## config.mk

```make
export PLATFORM = sky130hd
export DESIGN_NAME = npc_unit
export DESIGN_NICKNAME = d
export VERILOG_FILES = /design/src/rtl/npc_pkg.sv /design/src/rtl/npc_decode.sv /design/src/rtl/npc_target.sv /design/src/rtl/npc_pcreg.sv /design/src/rtl/npc_unit.sv
export SDC_FILE = /design/constraint.sdc
export NUM_CORES = 1
export LEC_CHECK = 0
export BUFFER_PORTS_ARGS = -buffer_cell sky130_fd_sc_hd__buf_4
export CAP_MARGIN = 20
export CELL_PAD_IN_SITES_DETAIL_PLACEMENT = 0
export CELL_PAD_IN_SITES_GLOBAL_PLACEMENT = 2
export CORE_ASPECT_RATIO = 1.2
export CORE_UTILIZATION = 33
export CTS_BUF_LIST = sky130_fd_sc_hd__clkbuf_4
export DETAILED_ROUTE_END_ITERATION = 8
export GPL_TIMING_DRIVEN = 0
export PLACE_DENSITY = 0.95
export SYNTH_ARGS = -nofsm -noshare
export SYNTH_HDL_FRONTEND = slang
export SYNTH_HIERARCHICAL = 1
export SYNTH_SLANG_ARGS = --single-unit
```

## constraint.sdc

```tcl
create_clock -name clk -period 10.7 [get_ports clk]
set_input_delay 1.07 -clock clk [delete_from_list [all_inputs] [get_ports clk]]
set_output_delay 1.07 -clock clk [all_outputs]
set_load 0.1 [all_outputs]
```

## src/rtl/npc_pkg.sv

```systemverilog
package npc_pkg;
  localparam int unsigned XLEN     = 32;
  localparam int unsigned OPC_W    = 6;
  localparam int unsigned IMM_W    = 16;
  localparam int unsigned TGT_W    = 26;
  localparam int unsigned ALIGN_W  = 2;
  localparam int unsigned OPC_LSB  = XLEN - OPC_W;
  localparam int unsigned REGION_W = XLEN - TGT_W - ALIGN_W;
  localparam int unsigned SEXT_W   = XLEN - IMM_W - ALIGN_W;

  localparam logic [OPC_W-1:0] OPC_JMP  = 6'd2;
  localparam logic [OPC_W-1:0] OPC_JLNK = 6'd3;
  localparam logic [OPC_W-1:0] OPC_BEQ  = 6'd4;
  localparam logic [OPC_W-1:0] OPC_BNE  = 6'd5;

  typedef enum logic [1:0] {
    FLOW_SEQ    = 2'd0,
    FLOW_BRANCH = 2'd1,
    FLOW_JUMP   = 2'd2
  } flow_e;

  typedef struct packed {
    flow_e            flow;
    logic             on_ne;
    logic             link;
    logic [IMM_W-1:0] imm;
    logic [TGT_W-1:0] tgt;
  } ctl_t;
endpackage

```

## src/rtl/npc_decode.sv

```systemverilog
module npc_decode
  import npc_pkg::*;
(
  input  logic [XLEN-1:0] instr,
  output ctl_t            ctl
);
  logic [OPC_W-1:0] opc;

  assign opc = instr[XLEN-1:OPC_LSB];

  always_comb begin
    ctl.flow  = FLOW_SEQ;
    ctl.on_ne = 1'b0;
    ctl.link  = 1'b0;
    ctl.imm   = instr[IMM_W-1:0];
    ctl.tgt   = instr[TGT_W-1:0];
    case (opc)
      OPC_BEQ:  ctl.flow = FLOW_BRANCH;
      OPC_BNE: begin
        ctl.flow  = FLOW_BRANCH;
        ctl.on_ne = 1'b1;
      end
      OPC_JMP:  ctl.flow = FLOW_JUMP;
      OPC_JLNK: begin
        ctl.flow = FLOW_JUMP;
        ctl.link = 1'b1;
      end
      default:  ctl.flow = FLOW_SEQ;
    endcase
  end
endmodule

```

## src/rtl/npc_target.sv

```systemverilog
module npc_target
  import npc_pkg::*;
(
  input  logic [XLEN-1:0] pc,
  input  ctl_t            ctl,
  input  logic            regs_equal,
  output logic [XLEN-1:0] pc_plus4,
  output logic [XLEN-1:0] next_pc
);
  localparam logic [XLEN-1:0] STEP = XLEN'(1) << ALIGN_W;

  logic [XLEN-1:0] br_off;
  logic [XLEN-1:0] br_dst;
  logic [XLEN-1:0] jmp_dst;
  logic            br_take;

  assign pc_plus4 = pc + STEP;
  assign br_off   = {{SEXT_W{ctl.imm[IMM_W-1]}}, ctl.imm, {ALIGN_W{1'b0}}};
  assign br_dst   = pc_plus4 + br_off;
  assign jmp_dst  = {pc_plus4[XLEN-1 -: REGION_W], ctl.tgt, {ALIGN_W{1'b0}}};
  assign br_take  = regs_equal ^ ctl.on_ne;

  always_comb begin
    unique case (ctl.flow)
      FLOW_BRANCH: next_pc = br_take ? br_dst : pc_plus4;
      FLOW_JUMP:   next_pc = jmp_dst;
      default:     next_pc = pc_plus4;
    endcase
  end
endmodule

```

## src/rtl/npc_pcreg.sv

```systemverilog
module npc_pcreg #(
  parameter int unsigned W = 32
) (
  input  logic         clk,
  input  logic         rst,
  input  logic         en,
  input  logic [W-1:0] d,
  output logic [W-1:0] q
);
  always_ff @(posedge clk) begin
    if (rst)     q <= '0;
    else if (en) q <= d;
  end
endmodule

```

## src/rtl/npc_unit.sv

```systemverilog
module npc_unit
  import npc_pkg::*;
(
  input  logic            clk,
  input  logic            rst,
  input  logic            en,
  input  logic [XLEN-1:0] instr,
  input  logic            regs_equal,
  output logic [XLEN-1:0] pc,
  output logic [XLEN-1:0] next_pc,
  output logic [XLEN-1:0] link_addr,
  output logic            link_valid
);
  ctl_t            ctl;
  logic [XLEN-1:0] pc4;

  npc_decode u_dec (
    .instr (instr),
    .ctl   (ctl)
  );

  npc_target u_tgt (
    .pc         (pc),
    .ctl        (ctl),
    .regs_equal (regs_equal),
    .pc_plus4   (pc4),
    .next_pc    (next_pc)
  );

  npc_pcreg #(.W(XLEN)) u_reg (
    .clk (clk),
    .rst (rst),
    .en  (en),
    .d   (next_pc),
    .q   (pc)
  );

  assign link_addr  = pc4;
  assign link_valid = ctl.link & en & ~rst;
endmodule

```

======== Yosys cells after proc, flatten, opt, wreduce, memory -nomap -nowiden ========
Cells that the tools add are included.
storage, ports and cells
  input port bits ......................... 36
  RAM bits ................................ 0
  output and inout port bits .............. 97
  bits in read-only memories .............. 0
  memories kept ........................... 0
  logic and storage cells ................. 20
  latch bits .............................. 0
  bits in registers ....................... 32
cells by class
  add/sub/neg operators ................... 2
  shift-type cells ........................ 0
  equal/unequal tests ..................... 6
  multipliers ............................. 0
  multiplexer cells ....................... 5
  $lt $le $gt $ge ......................... 0
  bitwise operators ....................... 4
  divide/modulo/power cells ............... 0
  reductions and logical operators ........ 2
operators by type and width
  operator                                             number
  case mux 32 bit (2 select lines)                     1
  adder 32 x 3 -> 32 bit, second input constant        1
  adder 32 bit                                         1
  2-to-1 mux 32 bit                                    1
  equality test 6 x 2 -> 1 bit, second input constant  2
  equality test 6 x 3 -> 1 bit, second input constant  2
  case mux 2 bit (2 select lines)                      1
  OR reduction 2 bit                                   2
  bitwise AND 1 bit                                    2
  equality test 2 x 1 -> 1 bit, second input constant  1
  equality test 2 bit, second input constant           1
  2-to-1 mux 1 bit                                     2
  inverter 1 bit                                       1
  XOR 1 bit                                            1

======== Depth between registers and ports, before layout ========
Gate-level depths: netlist (run 1).
  depth in word-level cells ............... 5
  mapped depth ............................ 17
  gate-level depth less buffers ........... 17

======== Modules after synthesis ========
The synthesis (run 1) kept the hierarchy.
by module, submodules not included
  module      instances  area an instance (um^2)  cells each  seq. area each (um^2)
  npc_target  1          2840.2                   407         0.0
  npc_pcreg   1          1163.6                   103         640.6
  npc_decode  1          376.6                    48          0.0
  npc_unit    1          8.8                      1           0.0

======== Worst setup path before layout (run 1) ========
No wires, ideal clock.
  kind .................................... register -> output
  start ................................... register u_reg.q[5]
  end ..................................... output port next_pc[29]
  setup slack ............................. 1284 ps
  path buffers ............................ 0
  required time ........................... 9630 ps
  arrival ................................. 8346 ps
  cell stages (with the launch flop) ...... 14
  path through ............................ dfxtp_1 > and4_4 > nand4_4 > or2_4 > nor2_1 > and4_1 > xor2_1 > ha_1 > a21oi_1 > o21ai_0 > a21oi_1 > o21bai_1 > a21oi_1 > o311ai_0
between the ends
  longest elaborated chain between the ends .. 4
RTL lines
  what                              RTL line          source
  start, declared                   npc_pcreg.sv:8    output logic [W-1:0] q
  start signal, assigned            npc_pcreg.sv:11   if (rst) q <= '0;
  start signal, assigned            npc_pcreg.sv:12   else if (en) q <= d;
  adder 32 x 3 -> 32 bit            npc_target.sv:17  assign pc_plus4 = pc + STEP;
  net link_addr[21]                 npc_unit.sv:11    output logic [XLEN-1:0] link_addr,
  adder 32 bit                      npc_target.sv:19  assign br_dst = pc_plus4 + br_off;
  2-to-1 mux 32 bit                 npc_target.sv:25  FLOW_BRANCH: next_pc = br_take ? br_dst : pc_plus4;
  case mux 32 bit (2 select lines)  npc_target.sv:24  unique case (ctl.flow)
  end, declared                     npc_unit.sv:10    output logic [XLEN-1:0] next_pc,
The timed path passes the listed nets, and every way through them passes these cells.

======== Worst setup path after layout (run 1) ========
  start ................................... register u_reg.q[13]
  end ..................................... output port next_pc[31]
between the ends
  longest elaborated chain between the ends .. 4
RTL lines
  what                                  RTL line
  adder 32 x 3 -> 32 bit (*)            npc_target.sv:17
  adder 32 bit                          npc_target.sv:19
  2-to-1 mux 32 bit                     npc_target.sv:25
  case mux 32 bit (2 select lines) (*)  npc_target.sv:24
Every way passes the cells marked *; elsewhere a longest branch is shown, timed or not.

==> results of run 1 <==
[worst min-delay path by stage]
stage	start	depth (start not counted)	slack [ps]	end
final	u_reg/q[26]	2	560	u_reg/q[26]
after global routing	u_reg/q[21]	2	610	u_reg/q[21]
after CTS	u_reg/q[21]	2	570	u_reg/q[21]
after detailed placement	u_reg/q[21]	2	550	u_reg/q[21]
after global placement	u_reg/q[21]	2	540	u_reg/q[21]
after floorplan	u_reg/q[0]	2	1000	u_reg/q[0]
[layout by cell type, fill, tap and decap left out, drive strengths merged, types with 16 or more instances in the layout]
master / synthesis / layout
nor2: 64 / 64
buf: 49 / 155
a21oi: 32 / 32
xor2: 17 / 17
inv: 16 / 16
nand2: 39 / 39
o21ai: 29 / 29
dfxtp: 32 / 32
xnor2: 36 / 36
nand3: 23 / 23
ha: 37 / 37
mux2i: 34 / 34
[cell families (layout without fill, tap and decap cells)]
group	Yosys count	in the layout	share of synthesized area (%)
and+or+nand+nor	186	186	22.4
AOI/OAI and AO/OA	141	141	22.0
buffers and inverters	75	189	11.5
xor gates and xnor gates	53	53	10.7
muxes	34	34	7.75
DFF	32	32	14.6
adders and majority gates	38	38	11.0
[synth_stat cells (3+ instances only)]
cell type,count
sky130_fd_sc_hd__nand3_1,22
sky130_fd_sc_hd__a21o_1,9
sky130_fd_sc_hd__a211oi_1,3
sky130_fd_sc_hd__o21ai_1,4
sky130_fd_sc_hd__o2bb2ai_1,10
sky130_fd_sc_hd__ha_1,37
sky130_fd_sc_hd__nand4_1,6
sky130_fd_sc_hd__and4_1,3
sky130_fd_sc_hd__a31oi_1,5
sky130_fd_sc_hd__o21a_1,5
sky130_fd_sc_hd__inv_1,16
sky130_fd_sc_hd__nor2_1,64
sky130_fd_sc_hd__xnor2_1,35
sky130_fd_sc_hd__a22oi_1,14
sky130_fd_sc_hd__clkbuf_1,9
sky130_fd_sc_hd__buf_12,3
sky130_fd_sc_hd__nor2b_1,4
sky130_fd_sc_hd__mux2i_1,34
sky130_fd_sc_hd__o21ai_0,25
sky130_fd_sc_hd__o211ai_1,4
sky130_fd_sc_hd__buf_4,44
sky130_fd_sc_hd__and3_1,11
sky130_fd_sc_hd__dfxtp_1,32
sky130_fd_sc_hd__nor3_1,4
sky130_fd_sc_hd__a221o_1,7
sky130_fd_sc_hd__xor2_1,17
sky130_fd_sc_hd__nand2_1,39
sky130_fd_sc_hd__a211o_1,3
sky130_fd_sc_hd__and2_1,10
sky130_fd_sc_hd__a21oi_1,31
[cell type report]
class                           count  area, sq um  area share [%]
Multi-Input combinational cell    452         3240            59.3
Timing Repair Buffer              106          796            14.5
Sequential cell                    32          641            11.7
Buffer                             58          440            8.05
Tap cell                          164          205            3.75
Inverter                           17         63.8            1.17
Clock inverter                      3         42.5           0.778
Clock buffer                        5         37.5           0.686
[per-stage QoR]
step / worst slack (ps) / area [sq um] / std cells / util (%)
after floorplan: 1280 / 4390 / 559 / -
after global placement: 4790 / 5390 / 829 / 42.0
after detailed placement: 4700 / 5390 / 829 / 42.0
after CTS: 4250 / 5470 / 837 / 42.6
after global routing: 3980 / 5470 / 837 / 42.6
final: 4320 / 5470 / 837 / 42.6
[metal layers]
layer | GRT usage, % | up-vias | part of all wire [%] | wire length (microns)
li1 | - | 2217 | - | -
met1 | 25.6 | 2083 | 41 | 6090
met2 | 37.6 | 166 | 47 | 6980
met3 | 5.02 | 32 | 7.8 | 1150
met4 | 8.70 | 0 | 3.6 | 533
met5 | 0 | - | 0 | 0
[worst register-to-register path: stages (launching register included)]
cell                        delay [ps]
sky130_fd_sc_hd__dfxtp_1           480
sky130_fd_sc_hd__and3_1            300
sky130_fd_sc_hd__nand4_2           340
sky130_fd_sc_hd__nor3_4            510
sky130_fd_sc_hd__nand3_1           150
sky130_fd_sc_hd__xnor2_1           490
sky130_fd_sc_hd__ha_1              380
sky130_fd_sc_hd__a21oi_1           160
sky130_fd_sc_hd__o21ai_0           180
sky130_fd_sc_hd__a2111oi_0         520
sky130_fd_sc_hd__nand3_1           220
sky130_fd_sc_hd__a311oi_1          300
sky130_fd_sc_hd__xor2_1            140
sky130_fd_sc_hd__o311ai_1          390
sky130_fd_sc_hd__mux2i_1           130
sky130_fd_sc_hd__nor2_1            100
[power groups by stage]
stage	combinational, uW	clock [uW]	sequential [uW]
2_1_floorplan	84.0	0	131
3_3_place_gp	113	0	125
3_5_place_dp	114	0	125
4_1_cts	115	105	122
5_1_grt	123	109	122
6_report	114	101	122
==> metrics.json, run 1 <==
{
  "cts_buf_count": 5,
  "yosys.area.top_type_share_pct": 14.6,
  "critical_path_cell_count": 14,
  "route.final.wire_length_microns": 14800,
  "die_w_microns": 107,
  "maximum_level_of_the_cts_h_tree": 2,
  "clock_sinks": 32,
  "drt-pass1-iter-count": 5,
  "synth.top_cells.by_area": "sky130_fd_sc_hd__dfxtp_1 15%, sky130_fd_sc_hd__ha_1 11%, sky130_fd_sc_hd__mux2i_1 7.8%",
  "postCtsSetupRepairBufs": 0,
  "critical_path.endpoint_type": "output pin",
  "drt-wirelength-per-cell_microns": 17.6,
  "critical_path_peak_fanout": 7,
  "fillers": 1346,
  "overflow": 0,
  "fmaxAchievable_ghz": 0.157,
  "worstSetupEndpoint": "next_pc[31]",
  "finalHoldViolCount": 0,
  "switchingPower_uw": 127,
  "drive_above_1_share_pct": 27.2,
  "antenna-diode-count": 0,
  "synth_seq_cells": 32,
  "syn_area_sq_mm": 0.00439,
  "grt_use_total_pct": 21.6,
  "cts_max_path_buffers": 2,
  "share_clk_of_total_power_pct": 29.9,
  "number_of_input_and_output_port_buffers_inserted": 106,
  "r2r_start": "u_reg/q[13]",
  "yosysWarningCount": 6,
  "critPathSlowestCell": "sky130_fd_sc_hd__a2111oi_0",
  "rsz_0062_raised_after_global_routing": "no",
  "intPower_uw": 210,
  "clock_insertion_delay_worst_skew_ps": 360,
  "required_time_at_the_endpoint_of_the_critical_path_ps": 9630,
  "die_y_microns": 128,
  "critical-path-top-cell-by-count": "sky130_fd_sc_hd__nand3_1",
  "grt_pass1_vias": 4466,
  "grt_start_max_net_pins": 18,
  "synth-edff-count": 0,
  "maxSlewHeadroom_pct": 41.1,
  "crit_chain": "and3_1 -> nand4_2 -> nor3_4 -> nand3_1 -> xnor2_1 -> ha_1 -> a21oi_1 -> o21ai_0 -> a2111oi_0 -> nand3_1 -> a311oi_1 -> xor2_1 -> o311ai_1 -> buf_4",
  "vias": 4498,
  "crit_family": "compound AO/OA/AOI/OAI gates",
  "finalCriticalPeriod_ps": 6380,
  "period_share_pct": 59.6,
  "worst-path-buf-inv": 1,
  "share_comb_of_total_power_pct": 33.9,
  "startpoint": "u_reg/q[13]",
  "post_cts_resized": 0,
  "core_box_area_sq_mm": 0.0128,
  "pwr-share-seq_pct": 36.2,
  "max_cap_viol_count": 0,
  "antenna_found_initial": 0,
  "routabilityCongestion": 0.868,
  "skew_final_ps": 25.8,
  "finalMaxSlewViolations": 0,
  "max-vdd-ir-drop_uv": 62.3,
  "synth.yosys.seq_area_share_pct": 14.6,
  "synth_fp_nets": 633,
  "finalSetupTns_ps": 0,
  "detail_route.iter0.violations": 215,
  "result_of_the_run": "completed",
  "cp_data_arrival_time_ps": 5310,
  "std_cell_rows": 45,
  "tritoncts": "done",
  "reg2reg_to": "u_reg/q[31]",
  "timing.final.setup_violations": 0,
  "netSwitchingFraction_pct": 37.8,
  "static_leak_uw": 0.00264,
  "route.detailed.drc": 0,
  "startpoint_type": "register",
  "max_flop_register": "u_reg/q",
  "most_common_flop_cell_mapped_by_yosys": "sky130_fd_sc_hd__dfxtp_1",
  "worst_hold_margin_ps": 564,
  "worstMarginPinSlew_ps": 880,
  "rrSetupSlack_ps": 5830,
  "timing.setup.critical_path_class": "register to output pin",
  "io_pins": 133,
  "global_route_wire_length_before_repair_microns": 23400,
  "synth-async-reset-ratio_pct": 0,
  "clk_root_buffer_cell": "sky130_fd_sc_hd__clkbuf_4",
  "clk_pin_slew_worst_paths_ps": 140,
  "drt.antenna.violating_nets": 0,
  "largest_reg_flops": 32,
  "synth.largest_area_cell": "sky130_fd_sc_hd__dfxtp_1",
  "worst-r2r-cell-count": 15,
  "finalPower_uw": 337,
  "timing.critical_path.slowest_cell_delay_ps": 520,
  "detailedPlacementHpwl_microns": 12000,
  "timing.hold.worst.class": "register to register",
  "syn_inst": 559,
  "synth.distinct_cells": 69,
  "die-area_sq_mm": 0.0138,
  "initial_utilization_pct": 34.2,
  "synth_area_per_cell_sq_um": 7.85,
  "via_per_inst": 5.37,
  "power_density_mw_per_mm2": 61.7,
  "cts_hold_buffers": 0,
  "area_delta_synth_final_pct": 24.6,
  "nNetsFinal": 746,
  "largest_registers": "u_reg/q (32)"
}
Note: power is estimated with default switching activity, not from simulation.
==> run 2, diff against run 1 <==
Settings changed: CORE_UTILIZATION 33 to 30, PLACE_DENSITY 0.95 to 0.94.
Clock period 10.7 ns to 6.2 ns, I/O delays scaled along.
==> metrics.json, run 2 (synthesis results as in run 1) <==
{
  "finalMaxSlewViolations": 0,
  "rsz_0062_raised_after_global_routing": "no",
  "routabilityCongestion": 0.924,
  "detailedPlacementHpwl_microns": 12300,
  "critical_path.endpoint_type": "output pin",
  "cts_max_path_buffers": 2,
  "maximum_level_of_the_cts_h_tree": 2,
  "fillers": 1441,
  "max-vdd-ir-drop_uv": 110,
  "commonest_non_fill_non_tap_cells_in_the_layout": "152 x sky130_fd_sc_hd__buf_4, 64 x sky130_fd_sc_hd__nor2_1, 39 x sky130_fd_sc_hd__nand2_1",
  "drt.antenna.violating_nets": 0,
  "cts_hold_buffers": 0,
  "grt_start_max_net_pins": 18,
  "drt-wirelength-per-cell_microns": 17.9,
  "cts_buf_count": 5,
  "clock_insertion_delay_worst_skew_ps": 370,
  "result_of_the_run": "completed",
  "route.final.wire_length_microns": 15200,
  "vias": 4481,
  "area_delta_synth_final_pct": 33.8,
  "timing.hold.worst.class": "primary input to register",
  "core_box_area_sq_mm": 0.0144,
  "die_w_microns": 112,
  "detail_route.iter0.violations": 253,
  "global_route_wire_length_before_repair_microns": 23400,
  "worstMarginPinSlew_ps": 881,
  "antenna_found_initial": 0,
  "power_density_mw_per_mm2": 100,
  "drive_above_1_share_pct": 33.5,
  "tritoncts": "done",
  "worst-path-buf-inv": 2,
  "drt-pass1-iter-count": 5,
  "timing.setup.critical_path_class": "register to output pin",
  "grt_use_total_pct": 19.9,
  "largest_registers": "u_reg/q (32)",
  "antenna-diode-count": 0,
  "final_critical_path_setup_slack_ps": 511,
  "critical_path_peak_fanout": 6,
  "die_y_microns": 135,
  "final-seq-area_sq_um": 646,
  "startpoint_type": "register",
  "timing.final.setup_violations": 0,
  "static_leak_uw": 0.00283,
  "min_to": "u_reg/q[29]",
  "worst-r2r-cell-count": 17,
  "skew_final_ps": 23.8,
  "nNetsFinal": 748,
  "crit_chain": "and3_1 -> nand4_2 -> nor3_4 -> buf_4 -> and3_1 -> xor2_4 -> ha_1 -> a21oi_1 -> nor2_1 -> a2111oi_0 -> nand3_1 -> a311oi_1 -> xor2_1 -> o211ai_1 -> o311ai_4 -> buf_4",
  "finalHoldViolCount": 0,
  "worst_slack_after_detailed_placement_ps": 671,
  "r2r_start": "u_reg/q[12]",
  "maxSlewHeadroom_pct": 41.0,
  "max_flop_register": "u_reg/q",
  "mostFrequentLayoutCell": "sky130_fd_sc_hd__buf_4",
  "required_time_at_the_endpoint_of_the_critical_path_ps": 5580,
  "cp_data_arrival_time_ps": 5070,
  "reg2reg_to": "u_reg/q[31]",
  "die-area_sq_mm": 0.0151,
  "rrSetupSlack_ps": 1580,
  "period_share_pct": 91.8,
  "number_of_input_and_output_port_buffers_inserted": 106,
  "largest_reg_flops": 32,
  "initial_utilization_pct": 30.6,
  "io_pins": 133,
  "std_cell_rows": 48,
  "crit_family": "simple AND/OR/NAND/NOR gates",
  "max_cap_viol_count": 0,
  "clock_sinks": 32,
  "timing.critical_path.slowest_cell_delay_ps": 500,
  "critPathSlowestCell": "sky130_fd_sc_hd__dfxtp_1",
  "timing.hold.worst_path_depth": 2,
  "clk_pin_slew_worst_paths_ps": 140,
  "clk_root_buffer_cell": "sky130_fd_sc_hd__clkbuf_4",
  "finalCriticalPeriod_ps": 5690,
  "route.detailed.drc": 0,
  "finalPower_uw": 589,
  "grt_pass1_vias": 4411,
  "holdCritStartpoint": "rst",
  "via_per_inst": 5.27,
  "fmaxAchievable_ghz": 0.176,
  "footprint_of_the_multi_input_gates_sq_mm": 0.00361,
  "overflow": 0
}
==> run 2: how the worst max path moves through the flow <==
stage,cells past startpoint,endpoint,slack [ps],from
after floorplan,13,next_pc[25],-130,u_reg/q[2]
after global placement,15,next_pc[31],760,u_reg/q[14]
after detailed placement,15,next_pc[31],670,u_reg/q[14]
after CTS,15,next_pc[31],190,u_reg/q[12]
after global routing,15,next_pc[31],130,u_reg/q[12]
final,16,next_pc[31],510,u_reg/q[12]
==> run 2: what timing repair did <==
action / 4_1_cts / 5_1_grt
endpoints found under the hold margin: 0 / 0
gates resized for setup: 0 / 0
buffers inserted: 0 / 2
setup endpoints to repair: 0 / 1
==> run 2: cell type report <==
class | instances | area share [%]
multi-input cells | 452 | 61.5
repair buffers | 108 | 13.8
flip-flops and latches | 32 | 11.0
plain buffers | 58 | 7.50
well taps | 175 | 3.73
inverters | 17 | 1.09
clock inverters | 3 | 0.725
clock buffers | 5 | 0.639
==> run 2: through the flow <==
step / instances / TNS [ps] / hold slack (ps) / utilization, % / cell area (sq um)
5_1_grt: 850 / 0 / 438 / 40.9 / 5870
4_1_cts: 848 / 0 / 431 / 40.8 / 5860
3_3_place_gp: 840 / 0 / 545 / 40.2 / 5780
2_1_floorplan: 559 / -292 / 692 / - / 4760
3_5_place_dp: 840 / 0 / 549 / 40.2 / 5780
6_report: 850 / 0 / 448 / 40.9 / 5870
==> run 2: routing by layer <==
layer / vias up / share of wire, % / global-route usage [%]
met4: 0 / 2.1 / 5.78
li1: 2213 / - / -
met1: 2100 / 43 / 23.2
met5: - / 0 / 0
met2: 145 / 49 / 36.1
met3: 23 / 6.3 / 4.58
==> run 2: power by group <==
| group | leakage [uW] | switching (uW) | internal, uW |
|---|---|---|---|
| clock | 0.0000412 | 93.5 | 84.1 |
| sequential | 0.000260 | 4.10 | 207 |
| combinational | 0.00253 | 128 | 71.9 |
| total | 0.00283 | 226 | 363 |
==> run 3, diff against run 2 <==
Settings changed: ABC_AREA from default to 1, CORE_UTILIZATION 30 to 28, PLACE_DENSITY 0.94 to 0.95.
==> metrics.json, run 3 <==
{
  "skew_final_ps": 13.2,
  "worstMarginPinSlew_ps": 579,
  "syn_inst": 1058,
  "synth_xor_xnor_area_share_pct": 4.00,
  "synth-async-reset-ratio_pct": 0,
  "post_cts_resized": 0,
  "die_w_microns": 132,
  "critical-path-top-cell-by-count": "sky130_fd_sc_hd__nand2_1",
  "synth_area_per_cell_sq_um": 5.38,
  "period_share_pct": 77.5,
  "largest_reg_flops": 32,
  "critical_path.endpoint_type": "output pin",
  "initial_utilization_pct": 28.8,
  "cp_data_arrival_time_ps": 4180,
  "static_leak_uw": 0.00382,
  "finalPower_uw": 1170,
  "drive_above_1_share_pct": 19.5,
  "synth.yosys.seq_area_share_pct": 11.2,
  "die_y_microns": 158,
  "synth_fp_nets": 1132,
  "routed-wl-met2_microns": 11200,
  "area_delta_synth_final_pct": 22.2,
  "via_per_inst": 4.57,
  "clock_sinks": 32,
  "postCtsSetupRepairBufs": 0,
  "mostFrequentLayoutCell": "sky130_fd_sc_hd__nand2_1",
  "global_route_wire_length_before_repair_microns": 33300,
  "rsz_0062_raised_after_global_routing": "no",
  "final-seq-area_sq_um": 641,
  "synth.largest_area_cell": "sky130_fd_sc_hd__nand2_1",
  "drt-pass1-iter-count": 5,
  "synth_simple_gate_area_share_pct": 48.5,
  "antenna_found_initial": 1,
  "clk_root_buffer_cell": "sky130_fd_sc_hd__clkbuf_4",
  "detail_route.iter0.violations": 389,
  "finalMaxSlewViolations": 0,
  "routabilityCongestion": 0.905,
  "die-area_sq_mm": 0.0209,
  "timing.final.setup_violations": 0,
  "std_cell_rows": 56,
  "cts_max_path_buffers": 2,
  "result_of_the_run": "completed",
  "overflow": 0,
  "vias": 6557,
  "route.met3.wl_microns": 866,
  "io_pins": 133,
  "max_cap_viol_count": 0,
  "detailedPlacementHpwl_microns": 19100,
  "timing.setup.critical_path_class": "register to output pin",
  "critical_path_peak_fanout": 8,
  "route.detailed.drc": 0,
  "cts_hold_buffers": 0,
  "crit_chain": "nand3_2 -> inv_2 -> nand4_1 -> nor2_1 -> nand2_1 -> nor2_2 -> xor2_1 -> ha_1 -> nand2_1 -> inv_1 -> a21oi_1 -> nor2_1 -> nor2_1 -> nand3_1 -> nand2_1 -> nand3_1 -> nand2_1 -> nand2_1 -> nand2_1 -> buf_4",
  "tritoncts": "done",
  "grt_pass1_vias": 6193,
  "number_of_input_and_output_port_buffers_inserted": 106,
  "startpoint_type": "register",
  "max_flop_register": "u_reg/q",
  "synth-edff-count": 0,
  "worst_slack_after_detailed_placement_ps": 1790,
  "netlist_top_cells_count": "370 x sky130_fd_sc_hd__nand2_1, 159 x sky130_fd_sc_hd__inv_1, 142 x sky130_fd_sc_hd__nor2_1",
  "grt_use_total_pct": 20.7,
  "post_synth_fa_ha_maj_area_fraction_pct": 8.48,
  "synth_most_common_cell": "sky130_fd_sc_hd__nand2_1",
  "power_density_mw_per_mm2": 167,
  "fmaxAchievable_ghz": 0.208,
  "timing.hold.worst.class": "register to register",
  "required_time_at_the_endpoint_of_the_critical_path_ps": 5580,
  "syn_area_sq_mm": 0.00570,
  "route.final.wire_length_microns": 22100,
  "worst_hold_margin_ps": 508,
  "cts_buf_count": 5,
  "finalHoldViolCount": 0,
  "synth_seq_cells": 32,
  "core_box_area_sq_mm": 0.0198,
  "clk_pin_slew_worst_paths_ps": 110,
  "finalSetupTns_ps": 0,
  "max-vdd-ir-drop_uv": 136,
  "fraction_of_the_mapped_netlist_area_in_compound_gates_pct": 8.74,
  "nNetsFinal": 1245,
  "yosysWarningCount": 6,
  "most_common_flop_cell_mapped_by_yosys": "sky130_fd_sc_hd__dfxtp_1",
  "synth.top_cells.by_area": "sky130_fd_sc_hd__nand2_1 24%, sky130_fd_sc_hd__dfxtp_1 11%, sky130_fd_sc_hd__inv_1 10%",
  "maxSlewHeadroom_pct": 61.4,
  "clock_insertion_delay_worst_skew_ps": 340,
  "yosys.area.top_type_share_pct": 24.4,
  "drt.antenna.violating_nets": 0,
  "synth.distinct_cells": 40,
  "fillers": 2356,
  "timing.critical_path.slowest_cell_delay_ps": 550,
  "finalCriticalPeriod_ps": 4800,
  "largest_registers": "u_reg/q (32)",
  "footprint_of_the_multi_input_gates_sq_mm": 0.00403,
  "post_synth_mux_area_share_pct": 0,
  "drt-wirelength-per-cell_microns": 15.4,
  "grt_start_max_net_pins": 20,
  "route.top_layer_used": "met4",
  "maximum_level_of_the_cts_h_tree": 2,
  "synth_top_family_by_area": "simple AND/OR/NAND/NOR gates",
  "detail_route.wirelength.met1_microns": 9380,
  "final_critical_path_setup_slack_ps": 1400,
  "critPathSlowestCell": "sky130_fd_sc_hd__dfxtp_1",
  "commonest_non_fill_non_tap_cells_in_the_layout": "370 x sky130_fd_sc_hd__nand2_1, 159 x sky130_fd_sc_hd__inv_1, 150 x sky130_fd_sc_hd__buf_4"
}
[run 3: cell count changes in the layout (fill, tap and decap cells not counted), sizes merged, moves of 9 or more]
cell     change
inv        +149
a22oi       -13
a21oi       +12
nand2      +346
and3        -11
xnor2       -24
mux2i       -34
and2         -9
nand3       +40
nor2        +97
o2bb2ai     -10
[run 3: power by group]
part | leakage (uW) | switching (uW) | internal, uW | total (uW)
registers | 0.000265 | 26.5 | 219 | 246
clock network | 0.0000457 | 73.7 | 88.9 | 163
logic | 0.00351 | 572 | 185 | 757
total | 0.00382 | 673 | 493 | 1170
[run 3: cell type report]
| type | instances | share of cell area (%) |
|---|---|---|
| Multi-Input combinational cell | 798 | 57.9 |
| Timing Repair Buffer | 106 | 11.4 |
| Sequential cell | 32 | 9.20 |
| Inverter | 165 | 8.90 |
| Buffer | 63 | 6.72 |
| Tap cell | 261 | 4.69 |
| Clock buffer | 6 | 0.647 |
| Clock inverter | 2 | 0.503 |
| Antenna cell | 1 | 0.0359 |
[run 3: metal layers]
layer,GRT usage [%],vias to the layer above
met3,1.18,36
li1,-,3436
met5,0,-
met1,24.6,2920
met2,39.0,165
met4,8.32,0
[run 3: worst max-delay path, delay by kind of cell (launching register included)]
kind,cells,cell delay (ps)
simple gates,14,1730
flops,1,550
buf+inv,3,510
xor+xnor,1,420
fa+ha+maj,1,400
compound gates,1,200
[run 3: cell families (layout without fill, tap and decap cells)]
group	after synthesis	after routing
adders and majority gates	38	38
xor gates and xnor gates	26	26
and+or+nand+nor	643	643
other	0	1
AOI/OAI and AO/OA	91	91
buffers and inverters	228	342
DFF	32	32
[run 3: per-stage QoR]
stage	util [%]	cells	cell area, sq um
2_1_floorplan	-	1058	5760
3_3_place_gp	34.8	1425	6880
3_5_place_dp	34.8	1425	6880
4_1_cts	35.2	1433	6960
5_1_grt	35.2	1434	6960
6_report	35.2	1434	6960
[run 3: final timing paths]
check	from	slack [ps]	cells past startpoint	to
worst max register to register	u_reg/q[2]	2370	23	u_reg/q[22]
worst min register to register	u_reg/q[0]	510	2	u_reg/q[0]
worst min-delay path	u_reg/q[0]	510	2	u_reg/q[0]
worst max-delay path	u_reg/q[2]	1400	20	next_pc[22]
